===== src/rtl/sdarb_pkg.sv =====
package sdarb_pkg;

    typedef enum logic [1:0] {
        ARB_IDLE  = 2'd0,
        ARB_GRANT = 2'd1,
        ARB_BURST = 2'd2
    } arb_state_e;

    function automatic int unsigned idx_w(input int unsigned n);
        return (n < 2) ? 1 : $clog2(n);
    endfunction

endpackage


===== src/rtl/sdarb_rr_pick.sv =====
module sdarb_rr_pick #(
    parameter int unsigned NREQ = 4,
    parameter int unsigned IW   = sdarb_pkg::idx_w(NREQ)
) (
    input  logic [NREQ-1:0] req_i,
    input  logic [IW-1:0]   last_i,
    output logic            win_valid_o,
    output logic [IW-1:0]   win_idx_o
);

    int cand;

    // Walk offsets from farthest to nearest so the nearest pending one wins.
    always_comb begin
        win_valid_o = 1'b0;
        win_idx_o   = '0;
        cand        = 0;
        for (int off = int'(NREQ); off >= 1; off--) begin
            cand = (int'(last_i) + off) % int'(NREQ);
            if (req_i[IW'(cand)]) begin
                win_valid_o = 1'b1;
                win_idx_o   = IW'(cand);
            end
        end
    end

endmodule


===== src/rtl/sdarb_xfer_cnt.sv =====
module sdarb_xfer_cnt #(
    parameter int unsigned LW = 3
) (
    input  logic          clk,
    input  logic          rst_n,
    input  logic          load_i,
    input  logic [LW-1:0] len_i,
    input  logic          word_i,
    output logic          done_o,
    output logic          busy_o
);

    typedef struct packed {
        logic          busy;
        logic [LW-1:0] cnt;
        logic [LW-1:0] len;
    } cnt_s;

    cnt_s cnt_d, cnt_q;

    always_comb begin
        cnt_d = cnt_q;
        if (load_i) begin
            cnt_d.busy = 1'b1;
            cnt_d.cnt  = '0;
            cnt_d.len  = len_i;
        end else if (cnt_q.busy && word_i) begin
            if (cnt_q.cnt == cnt_q.len) begin
                cnt_d.busy = 1'b0;
            end else begin
                cnt_d.cnt = cnt_q.cnt + 1'b1;
            end
        end
    end

    always_ff @(posedge clk or negedge rst_n) begin
        if (!rst_n) begin
            cnt_q <= '0;
        end else begin
            cnt_q <= cnt_d;
        end
    end

    assign done_o = cnt_q.busy && word_i && (cnt_q.cnt == cnt_q.len);
    assign busy_o = cnt_q.busy;

    AST_CNT_WITHIN_LEN: assert property (@(posedge clk) disable iff (!rst_n)
        cnt_q.busy |-> (cnt_q.cnt <= cnt_q.len));
    AST_LOAD_WHEN_FREE: assert property (@(posedge clk) disable iff (!rst_n)
        load_i |-> !cnt_q.busy);

endmodule


===== src/rtl/sdarb_route.sv =====
module sdarb_route #(
    parameter int unsigned NREQ = 4,
    parameter int unsigned IW   = sdarb_pkg::idx_w(NREQ),
    parameter int unsigned DW   = 64
) (
    input  logic [IW-1:0]      owner_i,
    input  logic               in_burst_i,
    input  logic               sel_we_i,
    input  logic               mem_rvalid_i,
    input  logic               mem_wr_take_i,
    input  logic [NREQ*DW-1:0] wdata_i,
    output logic [DW-1:0]      mem_wdata_o,
    output logic [NREQ-1:0]    rvalid_o,
    output logic [NREQ-1:0]    wtake_o
);

    logic [DW-1:0] wd_arr [NREQ];

    for (genvar g = 0; g < NREQ; g++) begin : g_lane
        assign wd_arr[g]   = wdata_i[g*DW +: DW];
        assign rvalid_o[g] = in_burst_i && !sel_we_i && mem_rvalid_i
                             && (owner_i == IW'(g));
        assign wtake_o[g]  = in_burst_i && sel_we_i && mem_wr_take_i
                             && (owner_i == IW'(g));
    end

    assign mem_wdata_o = wd_arr[owner_i];

endmodule


===== src/rtl/sdarb_top.sv =====
module sdarb_top #(
    parameter int unsigned NREQ = 4,
    parameter int unsigned AW   = 24,
    parameter int unsigned DW   = 64,
    parameter int unsigned MAXB = 8,
    parameter int unsigned LW   = $clog2(MAXB)
) (
    input  logic                 clk,
    input  logic                 rst_n,
    input  logic [NREQ-1:0]      req_i,
    output logic [NREQ-1:0]      gnt_o,
    input  logic [NREQ-1:0]      cmd_go_i,
    input  logic [NREQ-1:0]      cmd_we_i,
    input  logic [NREQ*AW-1:0]   cmd_addr_i,
    input  logic [NREQ*LW-1:0]   cmd_len_i,
    input  logic [NREQ*DW-1:0]   wdata_i,
    output logic [NREQ-1:0]      wtake_o,
    output logic [DW-1:0]        rdata_o,
    output logic [NREQ-1:0]      rvalid_o,
    output logic                 mem_cmd_valid_o,
    output logic                 mem_cmd_we_o,
    output logic [AW-1:0]        mem_cmd_addr_o,
    output logic [LW-1:0]        mem_cmd_len_o,
    output logic [DW-1:0]        mem_wdata_o,
    input  logic                 mem_wr_take_i,
    input  logic [DW-1:0]        mem_rdata_i,
    input  logic                 mem_rvalid_i
);
    import sdarb_pkg::*;

    localparam int unsigned IW = idx_w(NREQ);

    typedef struct packed {
        arb_state_e    state;
        logic [IW-1:0] owner;
        logic [IW-1:0] last;
        logic          we;
    } arb_s;

    arb_s arb_d, arb_q;

    logic          win_valid;
    logic [IW-1:0] win_idx;
    logic          load;
    logic          word_evt;
    logic          burst_done;
    logic          cnt_busy;

    logic [AW-1:0] addr_arr [NREQ];
    logic [LW-1:0] len_arr  [NREQ];

    for (genvar g = 0; g < NREQ; g++) begin : g_cmd
        assign addr_arr[g] = cmd_addr_i[g*AW +: AW];
        assign len_arr[g]  = cmd_len_i[g*LW +: LW];
    end

    sdarb_rr_pick #(.NREQ(NREQ), .IW(IW)) u_pick (
        .req_i       (req_i),
        .last_i      (arb_q.last),
        .win_valid_o (win_valid),
        .win_idx_o   (win_idx)
    );

    always_comb begin
        arb_d = arb_q;
        load  = 1'b0;
        unique case (arb_q.state)
            ARB_IDLE: begin
                if (win_valid) begin
                    arb_d.state = ARB_GRANT;
                    arb_d.owner = win_idx;
                    arb_d.last  = win_idx;
                end
            end
            ARB_GRANT: begin
                if (cmd_go_i[arb_q.owner]) begin
                    arb_d.state = ARB_BURST;
                    arb_d.we    = cmd_we_i[arb_q.owner];
                    load        = 1'b1;
                end else if (!req_i[arb_q.owner]) begin
                    arb_d.state = ARB_IDLE;
                end
            end
            ARB_BURST: begin
                if (burst_done) begin
                    arb_d.state = ARB_IDLE;
                end
            end
            default: arb_d.state = ARB_IDLE;
        endcase
    end

    always_ff @(posedge clk or negedge rst_n) begin
        if (!rst_n) begin
            arb_q       <= '0;
            arb_q.state <= ARB_IDLE;
            arb_q.last  <= IW'(NREQ - 1);
        end else begin
            arb_q <= arb_d;
        end
    end

    always_comb begin
        gnt_o = '0;
        if (arb_q.state != ARB_IDLE) begin
            gnt_o[arb_q.owner] = 1'b1;
        end
    end

    assign word_evt = (arb_q.state == ARB_BURST)
                      && (arb_q.we ? mem_wr_take_i : mem_rvalid_i);

    sdarb_xfer_cnt #(.LW(LW)) u_cnt (
        .clk    (clk),
        .rst_n  (rst_n),
        .load_i (load),
        .len_i  (len_arr[arb_q.owner]),
        .word_i (word_evt),
        .done_o (burst_done),
        .busy_o (cnt_busy)
    );

    sdarb_route #(.NREQ(NREQ), .IW(IW), .DW(DW)) u_route (
        .owner_i       (arb_q.owner),
        .in_burst_i    (arb_q.state == ARB_BURST),
        .sel_we_i      (arb_q.we),
        .mem_rvalid_i  (mem_rvalid_i),
        .mem_wr_take_i (mem_wr_take_i),
        .wdata_i       (wdata_i),
        .mem_wdata_o   (mem_wdata_o),
        .rvalid_o      (rvalid_o),
        .wtake_o       (wtake_o)
    );

    assign mem_cmd_valid_o = (arb_q.state == ARB_GRANT) && cmd_go_i[arb_q.owner];
    assign mem_cmd_we_o    = cmd_we_i[arb_q.owner];
    assign mem_cmd_addr_o  = addr_arr[arb_q.owner];
    assign mem_cmd_len_o   = len_arr[arb_q.owner];
    assign rdata_o         = mem_rdata_i;

    AST_RESET_QUIET: assert property (@(posedge clk)
        !rst_n |=> (gnt_o == '0) && !mem_cmd_valid_o);
    AST_GNT_ONEHOT: assert property (@(posedge clk) disable iff (!rst_n)
        $onehot0(gnt_o));
    AST_GNT_HAS_REQ: assert property (@(posedge clk) disable iff (!rst_n)
        $rose(|gnt_o) |-> |($past(req_i) & gnt_o));
    AST_CMD_FROM_OWNER: assert property (@(posedge clk) disable iff (!rst_n)
        mem_cmd_valid_o |-> |(cmd_go_i & gnt_o));
    AST_HOLD_IN_BURST: assert property (@(posedge clk) disable iff (!rst_n)
        (arb_q.state == ARB_BURST && !burst_done) |=> $stable(gnt_o) && (gnt_o != '0));
    AST_BURST_COUNTING: assert property (@(posedge clk) disable iff (!rst_n)
        (arb_q.state == ARB_BURST) |-> cnt_busy);
    AST_GAP_AFTER_BURST: assert property (@(posedge clk) disable iff (!rst_n)
        burst_done |=> (gnt_o == '0));
    AST_RVALID_OWNER: assert property (@(posedge clk) disable iff (!rst_n)
        (rvalid_o & ~gnt_o) == '0);
    AST_WTAKE_OWNER: assert property (@(posedge clk) disable iff (!rst_n)
        (wtake_o & ~gnt_o) == '0);

endmodule


===== config.mk =====
export PLATFORM = sky130hd
export DESIGN_NAME = sdarb_top
export DESIGN_NICKNAME = d
export VERILOG_FILES = /design/src/rtl/sdarb_pkg.sv /design/src/rtl/sdarb_rr_pick.sv /design/src/rtl/sdarb_xfer_cnt.sv /design/src/rtl/sdarb_route.sv /design/src/rtl/sdarb_top.sv
export SDC_FILE = /design/constraint.sdc
export NUM_CORES = 1
export LEC_CHECK = 0
export BUFFER_PORTS_ARGS = -buffer_cell sky130_fd_sc_hd__buf_4
export CAP_MARGIN = 30
export CORE_AREA = 2 2 237 239
export CTS_CLUSTER_DIAMETER = 50
export DETAILED_ROUTE_END_ITERATION = 10
export DIE_AREA = 0 0 239 241
export PLACE_DENSITY = 0.36
export RECOVER_POWER = 100
export SLEW_MARGIN = 0
export SYNTH_ARGS = -nofsm -noshare
export SYNTH_HDL_FRONTEND = slang
export SYNTH_SLANG_ARGS = --single-unit

===== constraint.sdc =====
create_clock -name clk -period 2.65 [get_ports clk]
set_input_delay 0.1325 -clock clk [delete_from_list [all_inputs] [get_ports clk]]
set_output_delay 0.1325 -clock clk [all_outputs]
set_load 0.05 [all_outputs]

==> results of run 1 <==
[placed cells by master (no fill, tap or decap), types with 4 or more instances in the layout]
master	netlist	routed
nor2b_1	5	5
nand2_1	8	9
o21ai_0	4	4
mux4_2	93	93
clkbuf_1	1	35
buf_4	73	386
inv_1	4	4
nand3_1	4	4
mux2_2	5	5
buf_12	0	7
nor2_1	12	12
clkbuf_2	0	65
nor3_1	4	4
dfrtp_1	12	10
[worst max-delay path, cell delays in order (launching register included)]
cell and delay (ps):
dfrtp_4 610, mux4_2 570, nand2_1 380, inv_1 90
clkbuf_2 250
[logic make-up after synthesis]
logic type	synth area share
adders and majority gates	0.00355
AOI/OAI and AO/OA	0.0320
DFF	0.100
muxes	0.619
buffers and inverters	0.182
xor gates and xnor gates	0.00746
and+or+nand+nor	0.0564
[per-layer routing]
metal	track usage	vias up
met4	0.0144	6
met2	0.132	301
met5	0	-
met1	0.0915	2138
li1	-	1863
met3	0.0422	46
[flip-flops by register name, indices dropped and copies added, names as in the netlist]
| name | flops |
|---|---|
| arb_q | 7 |
| u_cnt.cnt_q | 6 |
| u_cnt.busy_o | 1 |
[metrics by stage]
stage          cells   util  cell area (sq um)
2_1_floorplan    267      -               3520
3_3_place_gp    1376  0.138               7570
3_5_place_dp    1376  0.138               7570
4_1_cts         1381  0.140               7660
5_1_grt         1381  0.134               7360
6_report        1381  0.134               7360
[area by class of cell]
cell class                      count  area [sq um]  area share
Clock buffer                        4          78.8      0.0107
Tap cell                          704           881       0.120
Inverter                            4          15.0     0.00204
Timing Repair Buffer              493          3500       0.475
Multi-Input combinational cell    162          2530       0.343
Sequential cell                    14           360      0.0489
[timing repair]
item,in CTS,in global routing
resized for setup,0,0
buffers inserted,0,0
endpoints found under the hold margin,14,0
hold buffers,1,0
[power by group through the flow]
stage          Sequential (mW)  Combinational, mW  Clock [mW]
2_1_floorplan            0.384               5.71           0
3_3_place_gp             0.583               7.74           0
3_5_place_dp             0.587               7.75           0
4_1_cts                  0.582               7.76       0.306
5_1_grt                  0.604               7.47       0.316
6_report                 0.562               7.06       0.292
[final timing paths]
kind                                     start              end  slack (ps)  cells past startpoint
worst max-delay path                  arb_q[3]  mem_cmd_valid_o         370                      4
worst min-delay path                  req_i[0]         arb_q[1]         260                      3
worst max register to register        arb_q[3]   u_cnt.cnt_q[1]         580                      3
worst min register to register  u_cnt.cnt_q[5]   u_cnt.cnt_q[5]         500                      1
max in group asynchronous                rst_n         arb_q[3]        1470                      2
min in group asynchronous                rst_n   u_cnt.cnt_q[1]         530                      2
==> results.md, run 1 <==
- Status: completed
- Routed vias/inst: ~3.2
- Critical Path RT: approximately 2500 ps
- Slew @ Worst Pin: 881 ps
- Initial Utilization: 0.0642
- Global-route wire length before repair: approximately 33 mm
- Register area share after synthesis: 0.100
- Clk sink count: 14
- Max clock buf depth: 2
- YS warnings: 0
- Gate power share: 0.892
- Register share of total power: 0.071
- Final slew viol count: 0
- Count leader, synth: mux4_2
- CTS tree: built
- Setup Viol. Count Final: 0
- Die width: 239 um
- PortBufs: 484
- Initial antenna violation count: 7
- Final setup margin: 366 ps
- Setup TNS: 0 ps
- Max-cap violations: 0
- WL met2: 12.1 mm
- Place WS: 621 ps
- Gp weighted congestion: 0.737
- Detail Route Antenna Nets: 0
- Area growth syn-to-layout: 109%
- Crit-path max FO: 19
- Syn nets: roughly 710
- CORE AREA: 54900 sq um
- Pwr Total: 7.91 mW
- Clock insertion delay at the later pin of the skew report: between 200 and 250 ps
- DR top layer: met5
- Yosys reg bits: 14
- Mean routed wirelength per cell: 18.5 um
- TritonRoute pass-1 iters: 4
- Largest net degree at the start of global routing: 43
- Final Net Count: between 1000 and 1500
- Critical Path AT: roughly 2200 ps
- Hold Crit Class: in -> reg
- Final Hold Viols: 0
- WS Path Type: reg -> out
- Clock skew: 6.60 ps
- Most instantiated cells after synthesis: mux4_2, buf_4, dfrtp_1, nor2_1
- Post-synth EDFFs: 0
- H-Tree Depth: 1
- Reg clk slew, reported paths: 40 ps
- Synthesized area: 3520 sq um
- Leakage power: 3.23 nW
- Total CTS buffers: 3
- Vias: 4354
- Post-Syn Instances: 267
- Vias in the first global route: 4778
- Total congestion overflow: 0
- Ranking of synthesized cells by area: mux4_2, buf_4, dfrtp_1
- Worst setup EP type: output port
- Min Tclk post-route: about 2300 ps
- Row count: 86
- Share of layout cells above drive strength 1: 0.832
- Share of the synthesized area in the top cell type: 0.594
- Power Internal: 2.99 mW
- Met1 wire length: 9.26 mm
- Worst Hold Slack: around 260 ps
- Unrepaired setup endpoints after global routing: no
- Cell variety after synth: 34
- Area leader, netlist: mux4_2
- Io pins: 613
- Peak supply drop: 0.452 mV
- Total Routing Usage GR: 0.0797
- Switching share of power: 0.623
- Initial DRC count: between 100 and 150
- DRC violations left: 0
- Die area: 57600 sq um
- PwrDens: 1070 nW/um^2
- Dpl hpwl: 22.7 mm
- Max_slew headroom: 0.413
- WL met3: about 3.7 mm
- Clk pwr share: 0.037
- Net Sw Power: 4.93 mW
- Fraction of registers with async set/reset: 1.00
- Syn avg cell area: around 13 sq um
- Post-synth top flop: dfrtp_1
- Final Cycle Share: 0.862
- Max Freq: about 440 MHz
- Die extent in y: roughly 240 um
- # fillers: approximately 6300
- Root buf cell: clkbuf_16
- WL final: 25.6 mm
- # diodes: 0
- Crit start category: flop
(Power assumes the default switching activity.)
==> inputs of run 2 (changes only) <==
==> constraint.sdc (replaced) <==
create_clock -name clk -period 2.65 [get_ports clk]
set_input_delay 0.3975 -clock clk [delete_from_list [all_inputs] [get_ports clk]]
set_output_delay 0.3975 -clock clk [all_outputs]
set_load 0.05 [all_outputs]
==> run 2 against run 1 <==
Global-route usage about the same; power decreased by 0.32%; critical endpoint is now mem_cmd_addr_o[16]; sequential cell count unchanged; sequential share of layout area about the same.
==> results.md, run 2 (same netlist as run 1, synthesis figures left out) <==
- Mean routed wirelength per cell: 18.6 um (+0.54%)
- Clock insertion delay at the later pin of the skew report: 240 ps (about the same)
- Global-route wire length before repair: 32.8 mm (-1.2%)
- Setup Viol. Count Final: 0 (unchanged)
- Worst-path cell with the longest stage delay: mux4_2
- Top reg by flops: arb_q
- Pwr Total: 7.89 mW (-0.32%)
- Critical Path AT: 2010 ps (-140 ps)
- Max-cap violations: 0 (unchanged)
- Reg clk slew, reported paths: 50 ps (about the same)
- Final slew viol count: 0 (unchanged)
- Status: completed
- Detail Route Antenna Nets: 0 (unchanged)
- Hold_buf cts: 0 (-1)
- WL final: 25.7 mm (+0.61%)
- Setup TNS: 0 ps (unchanged)
- Unrepaired setup endpoints after global routing: no
- CORE AREA: 54900 sq um (unchanged)
- Initial DRC count: 96 (-29%)
- Net Sw Power: 4.90 mW (-0.53%)
- Max Freq: 416 MHz (-5.0%)
- Crit start category: flop
- Max reg flops: 7 (unchanged)
- Power Internal: 2.99 mW (about the same)
- Initial antenna violation count: 7 (unchanged)
- Dpl hpwl: 23.3 mm (+2.8%)
- Clk sink count: 14 (unchanged)
- Gp weighted congestion: 0.744 (+0.94%)
- Total congestion overflow: 0 (unchanged)
- Hold Crit Class: in -> async
- Max clock buf depth: 2 (unchanged)
- DRC violations left: 0 (unchanged)
- # diodes: 0 (unchanged)
- Die area: 57600 sq um (unchanged)
- Clk pwr share: 0.037 (about the same)
- H-Tree Depth: 1 (unchanged)
- # fillers: 6297 (-0.079%)
- Setup bufs post-CTS: 0 (unchanged)
- Place WS: 553 ps (-68.0 ps)
- Gate power share: 0.904 (+0.012)
- Final setup margin: 245 ps (-121 ps)
- Share of layout cells above drive strength 1: 0.854 (+0.0224)
- Vias: 4351 (-0.069%)
- Min Tclk post-route: 2410 ps (+121 ps)
- Final Cycle Share: 0.908 (+0.0455)
- Final Net Count: 1124 (+0.089%)
- Switching share of power: 0.621 (-0.00130)
- Vias in the first global route: 4624 (-3.2%)
- Die extent in y: 241 um (unchanged)
- Slew @ Worst Pin: 837 ps (-43.4 ps)
- Area growth syn-to-layout: 109%
- Total Routing Usage GR: 0.0794 (-0.000295)
- PortBufs: 484 (unchanged)
- Io pins: 613 (unchanged)
- Final Hold Viols: 0 (unchanged)
- Peak supply drop: 0.475 mV (+4.9%)
- Row count: 86 (unchanged)
- Leading cell types in the layout, fill and taps excluded: buf_4, mux4_2, clkbuf_2
- PwrDens: 1070 nW/um^2 (-0.18%)
- Largest net degree at the start of global routing: 52 (+21%)
- Initial Utilization: 0.0642 (unchanged)
- Register share of total power: 0.059 (-0.012)
- CP peak stage delay: 570 ps (-40 ps)
- Crit-path max FO: 24 (+5)
- Routed vias/inst: 3.15 (-0.14%)
- Commonest non-fill, non-tap cell in the layout: buf_4
- WS Path Type: reg -> out
- Placed cells: 1378 (+0.15%)
- CTS tree: built
- Root buf cell: clkbuf_16
- CTS resizes: 0 (unchanged)
- TritonRoute pass-1 iters: 4 (unchanged)
- Worst setup EP type: output port
- Critical Path RT: 2250 ps (-270 ps)
- Die width: 239 um (unchanged)
- Cell Chain, Critical Path: buf_12 > clkbuf_1 > mux4_2 > clkbuf_2
- Clock skew: 6.86 ps (+0.260 ps)
- Total CTS buffers: 3 (unchanged)
- Max_slew headroom: 0.442 (+0.0290)
- Post-Layout Cell Count: 1382 (+0.072%)
- Leakage power: 3.26 nW (+0.94%)
-- run 2: worst paths after layout --
check | startpoint | end | slack (ps) | depth (start not counted)
worst max register to register | arb_q[3] | u_cnt.cnt_q[1] | 790 | 4
max in group asynchronous | rst_n | arb_q[3] | 1800 | 1
worst min-delay path | rst_n | u_cnt.cnt_q[0] | 230 | 1
worst min register to register | u_cnt.cnt_q[5] | u_cnt.cnt_q[5] | 500 | 1
worst max-delay path | arb_q[3] | mem_cmd_addr_o[16] | 240 | 4
min in group clk | u_cnt.cnt_q[5] | u_cnt.cnt_q[5] | 500 | 1
-- run 2: through the flow --
stage | util | area (sq um) | hold slack [ps]
floorplan | - | 3520 | 102
global placement | 0.138 | 7560 | 263
detailed placement | 0.138 | 7560 | 269
CTS | 0.139 | 7640 | 8.09
global route | 0.134 | 7350 | 291
finish | 0.134 | 7350 | 230
-- run 2: cell type report --
class / instances / area (sq um) / share of cell area
Tap cell: 704 / 881 / 0.120
Clock buffer: 4 / 78.8 / 0.0107
Timing Repair Buffer: 494 / 3490 / 0.474
Multi-Input combinational cell: 162 / 2530 / 0.344
Inverter: 4 / 15.0 / 0.00204
Sequential cell: 14 / 360 / 0.0490
-- run 2: critical path: cells and delay by family (launching register included) --
family                 cells  cell delay (ps)
buffers and inverters      3              730
muxes                      1              570
DFF                        1              430
-- run 2: power groups by stage --
stage,Clock (mW),Sequential (mW),Combinational (mW)
5_1_grt,0.317,0.491,7.49
3_5_place_dp,0,0.481,7.77
4_1_cts,0.298,0.476,7.78
6_report,0.288,0.466,7.14
3_3_place_gp,0,0.478,7.76
2_1_floorplan,0,0.384,5.71
-- run 2: layer usage --
layer	wire length, um	track usage	vias to the layer above
met5	72	0	-
met4	704	0.0172	12
met3	3470	0.0428	60
met2	12000	0.131	306
met1	9460	0.0907	2107
li1	-	-	1866
